## src/rtl/sxr_pkg.sv

```systemverilog
package sxr_pkg;
   localparam int OFS_W = 8;
   localparam logic [OFS_W-1:0] OFS_TXADDR  = 8'h00;
   localparam logic [OFS_W-1:0] OFS_RXNADDR = 8'h04;
   localparam logic [OFS_W-1:0] OFS_CTRL    = 8'h08;
   localparam logic [OFS_W-1:0] OFS_RXDADDR = 8'h0C;
   localparam logic [OFS_W-1:0] OFS_ICLR    = 8'h10;
   localparam logic [OFS_W-1:0] OFS_ERR     = 8'h04;
   localparam logic [OFS_W-1:0] OFS_RXCNT   = 8'h0C;
   localparam logic [OFS_W-1:0] OFS_VER     = 8'h10;
   localparam int N_ADDR = 3;
   localparam logic [OFS_W-1:0] ADDR_OFS [N_ADDR] = '{OFS_TXADDR, OFS_RXNADDR, OFS_RXDADDR};
   localparam int BIT_RST   = 31;
   localparam int BIT_START = 30;
   localparam int BIT_KIND  = 29;
   localparam int BIT_CLR_D2P  = 31;
   localparam int BIT_CLR_P2D  = 30;
   localparam int BIT_CLR_KIND = 29;
   localparam logic [1:0] RESP_OKAY = 2'b00;
endpackage

```

## src/rtl/sxr_axil_slave.sv

```systemverilog
module sxr_axil_slave
   import sxr_pkg::*;
#(
   parameter int AXI_AW = 12,
   parameter int DATA_W = 32
) (
   input  logic              clk,
   input  logic              rst_n,
   input  logic [AXI_AW-1:0] s_awaddr,
   input  logic              s_awvalid,
   output logic              s_awready,
   input  logic [DATA_W-1:0] s_wdata,
   input  logic              s_wvalid,
   output logic              s_wready,
   output logic [1:0]        s_bresp,
   output logic              s_bvalid,
   input  logic              s_bready,
   input  logic [AXI_AW-1:0] s_araddr,
   input  logic              s_arvalid,
   output logic              s_arready,
   output logic [DATA_W-1:0] s_rdata,
   output logic [1:0]        s_rresp,
   output logic              s_rvalid,
   input  logic              s_rready,
   output logic              wr_en,
   output logic [OFS_W-1:0]  wr_ofs,
   output logic [DATA_W-1:0] wr_data,
   output logic [OFS_W-1:0]  rd_ofs,
   input  logic [DATA_W-1:0] rd_data
);
   if (AXI_AW < OFS_W) begin : g_bad_aw
      $error("AXI_AW must cover the register window");
   end

   logic bvalid_q, rvalid_q;
   logic [DATA_W-1:0] rdata_q;
   logic rd_take;

   assign s_awready = s_awvalid && s_wvalid && !bvalid_q;
   assign s_wready  = s_awready;
   assign wr_en     = s_awready;
   assign wr_ofs    = s_awaddr[OFS_W-1:0];
   assign wr_data   = s_wdata;

   assign s_arready = !rvalid_q;
   assign rd_take   = s_arvalid && !rvalid_q;
   assign rd_ofs    = s_araddr[OFS_W-1:0];

   always_ff @(posedge clk) begin
      if (!rst_n) begin
         bvalid_q <= 1'b0;
         rvalid_q <= 1'b0;
         rdata_q  <= '0;
      end else begin
         if (wr_en) bvalid_q <= 1'b1;
         else if (s_bready) bvalid_q <= 1'b0;
         if (rd_take) begin
            rvalid_q <= 1'b1;
            rdata_q  <= rd_data;
         end else if (s_rready) begin
            rvalid_q <= 1'b0;
         end
      end
   end

   assign s_bvalid = bvalid_q;
   assign s_rvalid = rvalid_q;
   assign s_rdata  = rdata_q;
   assign s_bresp  = RESP_OKAY;
   assign s_rresp  = RESP_OKAY;

   AST_B_HOLD: assert property (@(posedge clk) disable iff (!rst_n)
      s_bvalid && !s_bready |=> s_bvalid);
   AST_R_HOLD: assert property (@(posedge clk) disable iff (!rst_n)
      s_rvalid && !s_rready |=> s_rvalid && $stable(s_rdata));
endmodule

```

## src/rtl/sxr_irq_flags.sv

```systemverilog
module sxr_irq_flags #(
   parameter int N_IRQ = 2
) (
   input  logic             clk,
   input  logic             rst_n,
   input  logic [N_IRQ-1:0] set_ev,
   input  logic [N_IRQ-1:0] clr_req,
   output logic [N_IRQ-1:0] flags,
   output logic             irq_any
);
   if (N_IRQ < 1) begin : g_bad_n
      $error("N_IRQ must be at least 1");
   end

   for (genvar i = 0; i < N_IRQ; i++) begin : g_flag
      logic f_q;
      always_ff @(posedge clk) begin
         if (!rst_n)          f_q <= 1'b0;
         else if (set_ev[i])  f_q <= 1'b1;
         else if (clr_req[i]) f_q <= 1'b0;
      end
      assign flags[i] = f_q;

      AST_SET_WINS: assert property (@(posedge clk) disable iff (!rst_n)
         set_ev[i] |=> flags[i]);
      AST_CLR_DROPS: assert property (@(posedge clk) disable iff (!rst_n)
         clr_req[i] && !set_ev[i] |=> !flags[i]);
   end

   assign irq_any = |flags;
endmodule

```

## src/rtl/sxr_reg_core.sv

```systemverilog
module sxr_reg_core
   import sxr_pkg::*;
#(
   parameter int          DATA_W  = 32,
   parameter int          MEM_AW  = 32,
   parameter int          ALIGN   = 9,
   parameter int          LEN_W   = 16,
   parameter int          CNT_W   = 24,
   parameter logic [31:0] VERSION = 32'h0000_0000
) (
   input  logic              clk,
   input  logic              rst_n,
   input  logic              wr_en,
   input  logic [OFS_W-1:0]  wr_ofs,
   input  logic [DATA_W-1:0] wr_data,
   input  logic [OFS_W-1:0]  rd_ofs,
   output logic [DATA_W-1:0] rd_data,
   output logic [MEM_AW-1:0] addr_out [N_ADDR],
   output logic [LEN_W-1:0]  tx_len,
   output logic              tx_is_data,
   output logic              tx_start,
   output logic              hw_rst,
   input  logic [CNT_W-1:0]  rx_cnt_val,
   input  logic              rx_cnt_load,
   input  logic              rx_type_nd,
   input  logic              rx_type_load,
   input  logic [31:0]       err_code,
   output logic              clr_d2p,
   output logic              clr_p2d
);
   if (DATA_W != 32)                      begin : g_bad_dw  $error("DATA_W must be 32"); end
   if (MEM_AW > DATA_W || ALIGN >= MEM_AW) begin : g_bad_aw  $error("bad MEM_AW/ALIGN"); end
   if (LEN_W < 1 || LEN_W > 16)           begin : g_bad_len $error("LEN_W out of range"); end
   if (CNT_W < 1 || CNT_W > 24)           begin : g_bad_cnt $error("CNT_W out of range"); end

   localparam int HI_W = MEM_AW - ALIGN;

   logic ctl_we, iclr_we, kind_clr;
   assign ctl_we   = wr_en && (wr_ofs == OFS_CTRL);
   assign iclr_we  = wr_en && (wr_ofs == OFS_ICLR);
   assign kind_clr = iclr_we && wr_data[BIT_CLR_KIND];
   assign clr_d2p  = iclr_we && wr_data[BIT_CLR_D2P];
   assign clr_p2d  = iclr_we && wr_data[BIT_CLR_P2D];

   // aligned address registers; only the upper bits are stored
   for (genvar i = 0; i < N_ADDR; i++) begin : g_addr
      logic [HI_W-1:0] hi_q;
      always_ff @(posedge clk) begin
         if (!rst_n) hi_q <= '0;
         else if (wr_en && wr_ofs == ADDR_OFS[i]) hi_q <= wr_data[MEM_AW-1:ALIGN];
      end
      assign addr_out[i] = {hi_q, {ALIGN{1'b0}}};
   end

   logic [LEN_W-1:0] len_q;
   logic kind_q, start_q, rst_q;
   always_ff @(posedge clk) begin
      if (!rst_n) begin
         len_q   <= '0;
         kind_q  <= 1'b0;
         start_q <= 1'b0;
         rst_q   <= 1'b0;
      end else begin
         start_q <= ctl_we && wr_data[BIT_START];
         rst_q   <= ctl_we && wr_data[BIT_RST];
         if (ctl_we) begin
            len_q  <= wr_data[LEN_W-1:0];
            kind_q <= wr_data[BIT_KIND];
         end
      end
   end
   assign tx_len     = len_q;
   assign tx_is_data = kind_q;
   assign tx_start   = start_q;
   assign hw_rst     = rst_q;

   logic [CNT_W-1:0] cnt_q;
   logic nd_q;
   always_ff @(posedge clk) begin
      if (!rst_n) begin
         cnt_q <= '0;
         nd_q  <= 1'b0;
      end else begin
         if (ctl_we)           cnt_q <= '0;
         else if (rx_cnt_load) cnt_q <= rx_cnt_val;
         if (kind_clr)          nd_q <= 1'b0;
         else if (rx_type_load) nd_q <= rx_type_nd;
      end
   end

   always_comb begin
      rd_data = '0;
      case (rd_ofs)
         OFS_ERR:   rd_data = err_code;
         OFS_RXCNT: begin
            rd_data[31]        = nd_q;
            rd_data[CNT_W-1:0] = cnt_q;
         end
         OFS_VER:   rd_data = VERSION;
         default:   rd_data = '0;
      endcase
   end

   AST_START_PULSE: assert property (@(posedge clk) disable iff (!rst_n)
      tx_start |=> !tx_start);
   AST_RST_PULSE: assert property (@(posedge clk) disable iff (!rst_n)
      hw_rst |=> !hw_rst);
   AST_CNT_CLEARED: assert property (@(posedge clk) disable iff (!rst_n)
      ctl_we |=> cnt_q == '0);
   AST_KIND_CLEARED: assert property (@(posedge clk) disable iff (!rst_n)
      kind_clr |=> !nd_q);
endmodule

```

## src/rtl/sata_xport_regs.sv

```systemverilog
module sata_xport_regs
   import sxr_pkg::*;
#(
   parameter int          AXI_AW  = 12,
   parameter int          MEM_AW  = 32,
   parameter int          ALIGN   = 9,
   parameter int          LEN_W   = 16,
   parameter int          CNT_W   = 24,
   parameter logic [31:0] VERSION = 32'h5A7A_0311
) (
   input  logic              clk,
   input  logic              rst_n,
   input  logic [AXI_AW-1:0] s_awaddr,
   input  logic              s_awvalid,
   output logic              s_awready,
   input  logic [31:0]       s_wdata,
   input  logic              s_wvalid,
   output logic              s_wready,
   output logic [1:0]        s_bresp,
   output logic              s_bvalid,
   input  logic              s_bready,
   input  logic [AXI_AW-1:0] s_araddr,
   input  logic              s_arvalid,
   output logic              s_arready,
   output logic [31:0]       s_rdata,
   output logic [1:0]        s_rresp,
   output logic              s_rvalid,
   input  logic              s_rready,
   output logic [MEM_AW-1:0] tx_addr,
   output logic [MEM_AW-1:0] rx_ndata_addr,
   output logic [MEM_AW-1:0] rx_data_addr,
   output logic [LEN_W-1:0]  tx_len,
   output logic              tx_is_data,
   output logic              tx_start,
   output logic              hw_rst,
   input  logic [CNT_W-1:0]  rx_cnt_val,
   input  logic              rx_cnt_load,
   input  logic              rx_type_nd,
   input  logic              rx_type_load,
   input  logic [31:0]       err_code,
   input  logic              d2p_done,
   input  logic              p2d_done,
   output logic              irq_d2p,
   output logic              irq_p2d,
   output logic              irq
);
   localparam int DATA_W = 32;

   logic              wr_en;
   logic [OFS_W-1:0]  wr_ofs, rd_ofs;
   logic [DATA_W-1:0] wr_data, rd_data;
   logic [MEM_AW-1:0] addr_vec [N_ADDR];
   logic              clr_d2p, clr_p2d;
   logic [1:0]        flags;

   sxr_axil_slave #(.AXI_AW(AXI_AW), .DATA_W(DATA_W)) u_axil (
      .clk, .rst_n,
      .s_awaddr, .s_awvalid, .s_awready, .s_wdata, .s_wvalid, .s_wready,
      .s_bresp, .s_bvalid, .s_bready,
      .s_araddr, .s_arvalid, .s_arready, .s_rdata, .s_rresp, .s_rvalid, .s_rready,
      .wr_en, .wr_ofs, .wr_data, .rd_ofs, .rd_data
   );

   sxr_reg_core #(.DATA_W(DATA_W), .MEM_AW(MEM_AW), .ALIGN(ALIGN), .LEN_W(LEN_W),
                  .CNT_W(CNT_W), .VERSION(VERSION)) u_core (
      .clk, .rst_n, .wr_en, .wr_ofs, .wr_data, .rd_ofs, .rd_data,
      .addr_out(addr_vec), .tx_len, .tx_is_data, .tx_start, .hw_rst,
      .rx_cnt_val, .rx_cnt_load, .rx_type_nd, .rx_type_load, .err_code,
      .clr_d2p, .clr_p2d
   );

   sxr_irq_flags #(.N_IRQ(2)) u_irq (
      .clk, .rst_n,
      .set_ev({p2d_done, d2p_done}),
      .clr_req({clr_p2d, clr_d2p}),
      .flags, .irq_any(irq)
   );

   assign tx_addr       = addr_vec[0];
   assign rx_ndata_addr = addr_vec[1];
   assign rx_data_addr  = addr_vec[2];
   assign irq_d2p       = flags[0];
   assign irq_p2d       = flags[1];
endmodule

```

## config.mk

```make
export PLATFORM = sky130hd
export DESIGN_NAME = sata_xport_regs
export DESIGN_NICKNAME = d
export VERILOG_FILES = /design/src/rtl/sxr_pkg.sv /design/src/rtl/sxr_axil_slave.sv /design/src/rtl/sxr_irq_flags.sv /design/src/rtl/sxr_reg_core.sv /design/src/rtl/sata_xport_regs.sv
export SDC_FILE = /design/constraint.sdc
export NUM_CORES = 1
export LEC_CHECK = 0
export BUFFER_PORTS_ARGS = -buffer_cell sky130_fd_sc_hd__clkbuf_2
export CORE_MARGIN = 8
export CORE_UTILIZATION = 31
export DETAILED_ROUTE_END_ITERATION = 10
export PLACE_DENSITY = 0.67
export SYNTH_ARGS = -nofsm -noshare
export SYNTH_HDL_FRONTEND = slang
export SYNTH_SLANG_ARGS = --single-unit
```

## constraint.sdc

```tcl
create_clock -name clk -period 2.1 [get_ports clk]
set_clock_uncertainty 0.1 [all_clocks]
set_input_delay 0.105 -clock clk [delete_from_list [all_inputs] [get_ports clk]]
set_output_delay 0.105 -clock clk [all_outputs]
set_load 0.1 [all_outputs]
```

# [Word-level counts from Yosys, hierarchy flattened]
# Cells that the tools add are included.
[totals] inputBits=124 elab_cells=56 out_inout_bits=159 reg_bits=149
[op_classes] n_bitwise=1 eq_ne=7 reduce_logical=23 n_mux=11
[ops] op="24-bit case mux with 3 select lines" count=1
[ops] op="8-bit by 4-bit equality test with 1-bit output (second input constant)" count=3
[ops] op="8-bit by 3-bit equality test with 1-bit output (second input constant)" count=2
[ops] op="8-bit by 5-bit equality test with 1-bit output (second input constant)" count=2
[ops] op="7-bit case mux with 2 select lines" count=1
[ops] op="1-bit logical AND" count=13
[ops] op="8-bit logical NOT" count=1
[ops] op="1-bit two-way mux" count=8
[ops] op="2-bit nonzero test" count=4
[ops] op="2-bit OR reduction" count=3
[ops] op="1-bit logical NOT" count=2
[ops] op="1-bit case mux with 2 select lines" count=1
[ops] op="1-bit inverter" count=1

# [Longest topological paths before layout]
# Gate-level depths: netlist of run 1.
[logic_depth] depth_word=6 depth_mapped=6 ltp_nobuf=3

# [Modules after synthesis]
# From an unflattened synthesis of run 1, not the netlist that was laid out.
[hier_totals] hier_cells=737 area_unflattened_um2=6646.4
[modules_own_cells] module="sxr_reg_core" area_each_um2=4727.0 cells_per_inst=523 instances=1 seq_area_each_um2=2262.2
[modules_own_cells] module="sxr_axil_slave" area_each_um2=1815.5 cells_per_inst=205 instances=1 seq_area_each_um2=680.7
[modules_own_cells] module="sxr_irq_flags" area_each_um2=103.8 cells_per_inst=9 instances=1 seq_area_each_um2=40.0

# [Worst setup path after synthesis of run 1]
# No wires, ideal clock.
[synth_timing] path_kind="register -> output" from="register u_axil.bvalid_q (netlist: u_axil.s_bvalid)" to="output s_wready" t_arrival_ns=2.007 path_slack_ns=-0.112 n_path_buf=1 stages_incl_launch_ff=4 path_cell_list="dfxtp_1 nand3b_1 inv_1 buf_4"
[synth_via] elab_chain_cells=2
[synth_rtl] item="start: declaration" line_no="sxr_axil_slave.sv:35" rtl="logic bvalid_q, rvalid_q;"
[synth_rtl] item="start signal: assignment" line_no="sxr_axil_slave.sv:51" rtl="bvalid_q <= 1'b0;"
[synth_rtl] item="start signal: assignment" line_no="sxr_axil_slave.sv:55" rtl="if (wr_en) bvalid_q <= 1'b1;"
[synth_rtl] item="start signal: assignment" line_no="sxr_axil_slave.sv:56" rtl="else if (s_bready) bvalid_q <= 1'b0;"
[synth_rtl] item="1-bit logical NOT" line_no="sxr_axil_slave.sv:39" rtl="assign s_awready = s_awvalid && s_wvalid && !bvalid_q;"
[synth_rtl] item="1-bit logical AND" line_no="sxr_axil_slave.sv:39"
[synth_rtl] item="end: declaration" line_no="sata_xport_regs.sv:18" rtl="output logic s_wready,"
# No other way between the ends.

# [Final worst setup path of run 1]
[layout_timing] from="register u_axil.rvalid_q (netlist: u_axil.s_rvalid)" to="register u_axil.rdata_q[28] (netlist: u_axil.s_rdata[28])"
[layout_via] elab_chain_cells=2
[layout_rtl] item="start: declaration" line_no="sxr_axil_slave.sv:35"
[layout_rtl] item="start signal: assignment" line_no="sxr_axil_slave.sv:52" rtl="rvalid_q <= 1'b0;"
[layout_rtl] item="start signal: assignment" line_no="sxr_axil_slave.sv:58" rtl="rvalid_q <= 1'b1;"
[layout_rtl] item="start signal: assignment" line_no="sxr_axil_slave.sv:61" rtl="rvalid_q <= 1'b0;"
[layout_rtl] item="1-bit logical NOT" line_no="sxr_axil_slave.sv:46" rtl="assign rd_take = s_arvalid && !rvalid_q;"
[layout_rtl] item="1-bit logical AND" line_no="sxr_axil_slave.sv:46"
[layout_rtl] item="end signal: assignment" line_no="sxr_axil_slave.sv:59" rtl="rdata_q <= rd_data;"
[layout_rtl] item="end: declaration" line_no="sxr_axil_slave.sv:36" rtl="logic [DATA_W-1:0] rdata_q;"
# No other way between the ends.
# A chain may end at the register's enable or synchronous reset.

==> run summary, run 1 <==
outcome - finished clean
post-synth design cell area - 6080 sq um
Wirelength per Cell - 16.6 um
Gate Count Post-Synth - 629
post-layout util - 0.469
starting DRC count in detailed routing - 211
Top FF cell, synth - dfxtp_1
clk_lat worst skew - 410 ps
Vias - 5,700
Die Ht - 156 um
row count - 51
GRT Total Usage - 0.162
Placer Congestion - 0.810
worst reg2reg setup slack - 170 ps
pre-CTS setup slack - 284 ps
gr ovfl total - 0
Fillers - 1,840
upper clock frequency limit - 518 MHz
Placed Instance Area - 7550 sq um
core area - 19,300 sq um
WHS Endpoint - u_axil.s_rdata[24]
area leader, netlist - dfxtp_1
max_cap viols - 0
Initial Util - 0.315
EDFF count, synth - 0
Power Density - 757 nW/um^2
critical path peak fanout - 39
hpwl dp - 14,000 um
die width - 156 um
Total Neg Setup Slack - 0 ps
finished layout cell area - 9060 sq um
clk sinks - 149
total CTS buffers - 17
DIE AREA - 24,400 sq um
Period Utilization, post-route - 0.920
commonest non-fill, non-tap cell in the layout - clkbuf_2
capturing point of the worst reg2reg path - u_axil.s_rdata[28]
R2R cell count - 5
drt first pass iters - 4
share of layout cells above drive strength 1 - 0.328
register area share after synthesis - 0.490
critical path capture point type - flop
leading cell types in the layout, fill and taps excluded - clkbuf_2, dfxtp_1, nand2_1
RSZ-0062 raised after global routing - false
H-tree depth - 4
syn_area_per_cell - 9.67 sq um
clock slew at reported path FFs - 70 ps
CTS root buf - clkbuf_16
Hold WC Path Type - in -> reg
Hold Path Depth - 5
worst hold slack - 62.8 ps
initial antenna violation count - 2
PnR worst setup slack - 168 ps
Final Slew Violations - 0
CTS tree - done
critical path arrival - 2140 ps
Final Hold Fails - 0
fin crit period - 1930 ps
Layout area overhead - 48.9%
r2r startpoint - u_axil.s_rvalid
Worst setup SP type - flop
buffers from clock root to sink, at most - 2
largest cells by area after synthesis - dfxtp_1, mux2i_1, nand2_1
share of the synthesized area in the top cell type - 0.490
Vias/cell - 4.60
antenna viol nets, final - 0
WL final - 20,600 um
Setup violations, final - 0
Seq cells post-synth - 149
IO buf count - 243
post-synthesis async set-or-reset flop share - 0
drt drc - 0
post-synthesis cell type count - 39
LEAKAGE - 4.49 nW
Max IR drop VDD - 0.530 mV
first-pass GRT wire length - 31,200 um
hold_sp - s_araddr[0]
Slew @ Worst Pin - 584 ps
vias in the first global route - 5,889
nets - 1,081
pin count of the biggest net entering global routing - 76
slew margin rel. - 0.612
io pins - 283
Synth Warn # - 0
kind of critical path - reg -> reg
Req. time, crit path - 2300 ps
[layout make-up]
| type | count | area, sq um | area share |
|---|---|---|---|
| clock buffer | 17 | 425 | 0.0469 |
| tap | 265 | 332 | 0.0366 |
| sequential | 149 | 2990 | 0.329 |
| multi-input combinational | 428 | 2760 | 0.305 |
| clock inverter | 15 | 163 | 0.0179 |
| antenna | 3 | 7.51 | 0.000828 |
| timing repair buffer | 355 | 2360 | 0.261 |
| inverter | 6 | 26.3 | 0.00290 |
[how the worst max path moves through the flow]
stage                                    end  depth (start not counted)  slack (ps)             from
after global placement     u_core.tx_len[13]                          5         330  u_axil.s_bvalid
final                     u_axil.s_rdata[28]                          5         170  u_axil.s_rvalid
after global routing      u_axil.s_rdata[27]                          5          60  u_axil.s_rvalid
after CTS                 u_axil.s_rdata[25]                          5         120  u_axil.s_rvalid
after floorplan                     s_wready                          3         150  u_axil.s_bvalid
after detailed placement    u_core.tx_len[0]                          5         280  u_axil.s_bvalid
[layer usage]
layer	wire (um)	up-vias	GRT usage
met4	539	0	0.0714
met2	10300	246	0.286
met1	8140	2644	0.174
met3	1590	41	0.0535
met5	0	-	0
li1	-	2769	-
[timing repair]
item                       4_1_cts  5_1_grt
gates resized for setup          0        1
hold buffers                    91        0
hold endpoints to repair       136        0
setup buffers                    0        0
setup endpoints to repair        0        4
[report_power, final]
part,internal [W],switching [W]
Combinational,0.000304,0.000638
Clock,0.00169,0.00134
Sequential,0.00287,0.0000254
[cell usage after synthesis, types with 4 or more instances]
cell,count
dfxtp_1,149
nand2_1,131
mux2i_1,111
buf_4,39
clkbuf_1,26
nor2_1,25
o21ai_0,21
nand3_1,19
a22oi_1,15
a211oi_1,10
a21oi_1,10
a221oi_1,9
mux2_2,9
buf_2,7
inv_1,5
nor2b_1,4
[worst max-delay path: stages, from the launching register on]
cell and delay, ps:
dfxtp_2 340, nand2b_1 130, buf_4 270, a31oi_2 300, a21oi_1 110, dlygate4sd3_1 560
[cells by family after synthesis]
kind of cell	share of synthesized area
AND/OR/NAND/NOR	0.153
flip-flops	0.490
multiplexers	0.199
buffers and inverters	0.0773
AO/OA/AOI/OAI	0.0792
other	0.000616
[through the flow]
step	std cells	power [W]
3_3_place_gp	1112	0.00374
6_report	1238	0.00686
4_1_cts	1235	0.00693
3_5_place_dp	1112	0.00374
5_1_grt	1237	0.00715
2_1_floorplan	659	0.00357
[flip-flops by register name, summed over array words and instances (netlist names)]
signal / count
u_core.g_addr.hi_q: 69
u_core.tx_is_data: 1
u_core.hw_rst: 1
u_core.cnt_q: 24
u_core.nd_q: 1
u_axil.s_rdata: 32
u_core.tx_start: 1
u_core.tx_len: 16
u_irq.g_flag.f_q: 2
u_axil.s_rvalid: 1
u_axil.s_bvalid: 1
(Power assumes the default switching activity.)
==> inputs of run 2 (changes only) <==
MAX_ROUTING_LAYER = met4   (was not set)
==> run 2 against run 1 <==
Compared with the run above: fmax is 0.19% higher; power rose by 0.17%; cell count stayed put; combinational power about the same; setup slack better by 3.7 ps; die area is the same; flip-flop and latch count stayed put; wire length is 0.30% higher; non-clock buffer count did not move; core utilization stayed put; register-to-register slack barely moved; critical path depth unchanged; largest power group unchanged.
==> run summary, run 2 (synthesis results as in run 1) <==
vias in the first global route - 5,900 (+0.19%)
M3 GR Usage - 0.0399 (-0.0136)
fin crit period - 1930 ps (-3.74 ps)
H-tree depth - 4 (unchanged)
number of flip-flops in the largest register - 69 (unchanged)
clk sinks - 149 (unchanged)
Biggest register - u_core.g_addr.hi_q
starting DRC count in detailed routing - 212 (+0.47%)
P_sw - 0.00202 W (+0.60%)
Sw Ratio - 0.294 (+0.00123)
initial antenna violation count - 2 (unchanged)
Period Utilization, post-route - 0.918 (-0.00178)
Die Ht - 156 um (unchanged)
Setup violations, final - 0 (unchanged)
core area - 19,300 sq um (unchanged)
met1 Track Usage GR - 0.180 (+0.00584)
max_cap viols - 0 (unchanged)
leading cell types in the layout, fill and taps excluded - clkbuf_2, dfxtp_1, nand2_1
Total Neg Setup Slack - 0 ps (unchanged)
CTS root buf - clkbuf_16
power share of the sequential group - 0.420 (about the same)
commonest non-fill, non-tap cell in the layout - clkbuf_2
DIE AREA - 24,400 sq um (unchanged)
clk_lat worst skew - 420 ps (about the same)
antenna viol nets, final - 0 (unchanged)
RSZ-0062 raised after global routing - false
Power Density - 759 nW/um^2 (+0.17%)
pin count of the biggest net entering global routing - 76 (unchanged)
Clock Power Share - 0.442 (about the same)
Final Hold Fails - 0 (unchanged)
clock slew at reported path FFs - 70 ps (about the same)
critical path arrival - 2140 ps (about the same)
Vias - 5,709 (+0.16%)
share of layout cells above drive strength 1 - 0.328 (unchanged)
Fillers - 1,840 (unchanged)
busiest grt layer - met2
kind of critical path - reg -> reg
nets - 1,081 (unchanged)
critical path peak fanout - 39 (unchanged)
Max IR drop VDD - 0.530 mV (about the same)
area of the multi-input gates - 2760 sq um (unchanged)
buffers from clock root to sink, at most - 2 (unchanged)
row count - 51 (unchanged)
gr ovfl total - 0 (unchanged)
worst reg2reg setup slack - 170 ps (about the same)
total CTS buffers - 17 (unchanged)
upper clock frequency limit - 519 MHz (+0.19%)
critical path capture point type - flop
slew margin rel. - 0.613 (+0.00104)
Placer Congestion - 0.822 (+1.5%)
register area - 2990 sq um (unchanged)
Initial Util - 0.315 (unchanged)
IO buf count - 243 (unchanged)
Final Slew Violations - 0 (unchanged)
drt drc - 0 (unchanged)
die width - 156 um (unchanged)
outcome - finished clean
Req. time, crit path - 2310 ps (about the same)
Layout area overhead - 48.9% (unchanged)
combinational power share - 0.137 (about the same)
hpwl dp - 14,000 um (unchanged)
first-pass GRT wire length - 31,200 um (unchanged)
io pins - 283 (unchanged)
Hold WC Path Type - in -> reg
overall power - 0.00688 W (+0.17%)
LEAKAGE - 4.49 nW (unchanged)
Wirelength per Cell - 16.7 um (+0.30%)
Slew @ Worst Pin - 583 ps (-1.57 ps)
GR Layer Usage met2 - 0.288 (+0.00125)
CTS tree - done
GRT Total Usage - 0.167 (+0.00459)
WL final - 20,600 um (+0.30%)
worst hold slack - 62.8 ps (-0.0128 ps)
P_int - 0.00486 W (about the same)
drt first pass iters - 4 (unchanged)
Worst setup SP type - flop
Vias/cell - 4.61 (+0.16%)
run 2: cell counts in the layout (fill, tap and decap cells not counted):
No cell type changed its count.
run 2: path summary, 6_finish.rpt:
check,from,to,depth (start not counted)
worst max-delay path,u_axil.s_rvalid,u_axil.s_rdata[28],5
worst min-delay path,s_araddr[0],u_axil.s_rdata[31],5
worst max register to register,u_axil.s_rvalid,u_axil.s_rdata[28],5
worst min register to register,u_core.tx_len[2],u_core.tx_len[2],2
run 2: area by class of cell:
cell class              count  share of cell area
inverters                   6             0.00290
well taps                 265              0.0366
repair buffers            355               0.261
multi-input cells         428               0.305
clock buffers              17              0.0469
flip-flops and latches    149               0.329
diodes                      3            0.000828
clock inverters            15              0.0179
run 2: repair_timing:
item,in CTS,in global routing
setup endpoints to repair,0,4
resized for setup,0,1
hold buffers,91,0
setup buffers,0,0
endpoints found under the hold margin,136,0
run 2: power groups by stage:
| stage | combinational [W] | sequential, W | clock, W |
|---|---|---|---|
| 2_1_floorplan | 0.000545 | 0.00303 | 0 |
| 3_3_place_gp | 0.000787 | 0.00295 | 0 |
| 3_5_place_dp | 0.000792 | 0.00295 | 0 |
| 4_1_cts | 0.000931 | 0.00289 | 0.00312 |
| 5_1_grt | 0.000993 | 0.00289 | 0.00326 |
| 6_report | 0.000943 | 0.00289 | 0.00304 |
run 2: per-stage QoR:
step | instances | instance area, sq um | utilization | setup WS (ps)
final | 1238 | 9060 | 0.469 | 172
after detailed placement | 1112 | 7550 | 0.390 | 284
after floorplan | 659 | 6200 | - | 152
after global routing | 1237 | 9060 | 0.469 | 63.8
after CTS | 1235 | 9050 | 0.468 | 119
after global placement | 1112 | 7550 | 0.390 | 326
run 2: per-layer routing:
layer  wire length [um]  part of all wire
met2              10300              0.50
met3               1200             0.058
met1               8600              0.42
met4                552             0.027
met5                  0                 0
run 2: critical path, cell delays in order, from the launching register on:
cell and delay (ps):
dfxtp_2 340, nand2b_1 130, buf_4 270, a31oi_2 300, a21oi_1 110, dlygate4sd3_1 560
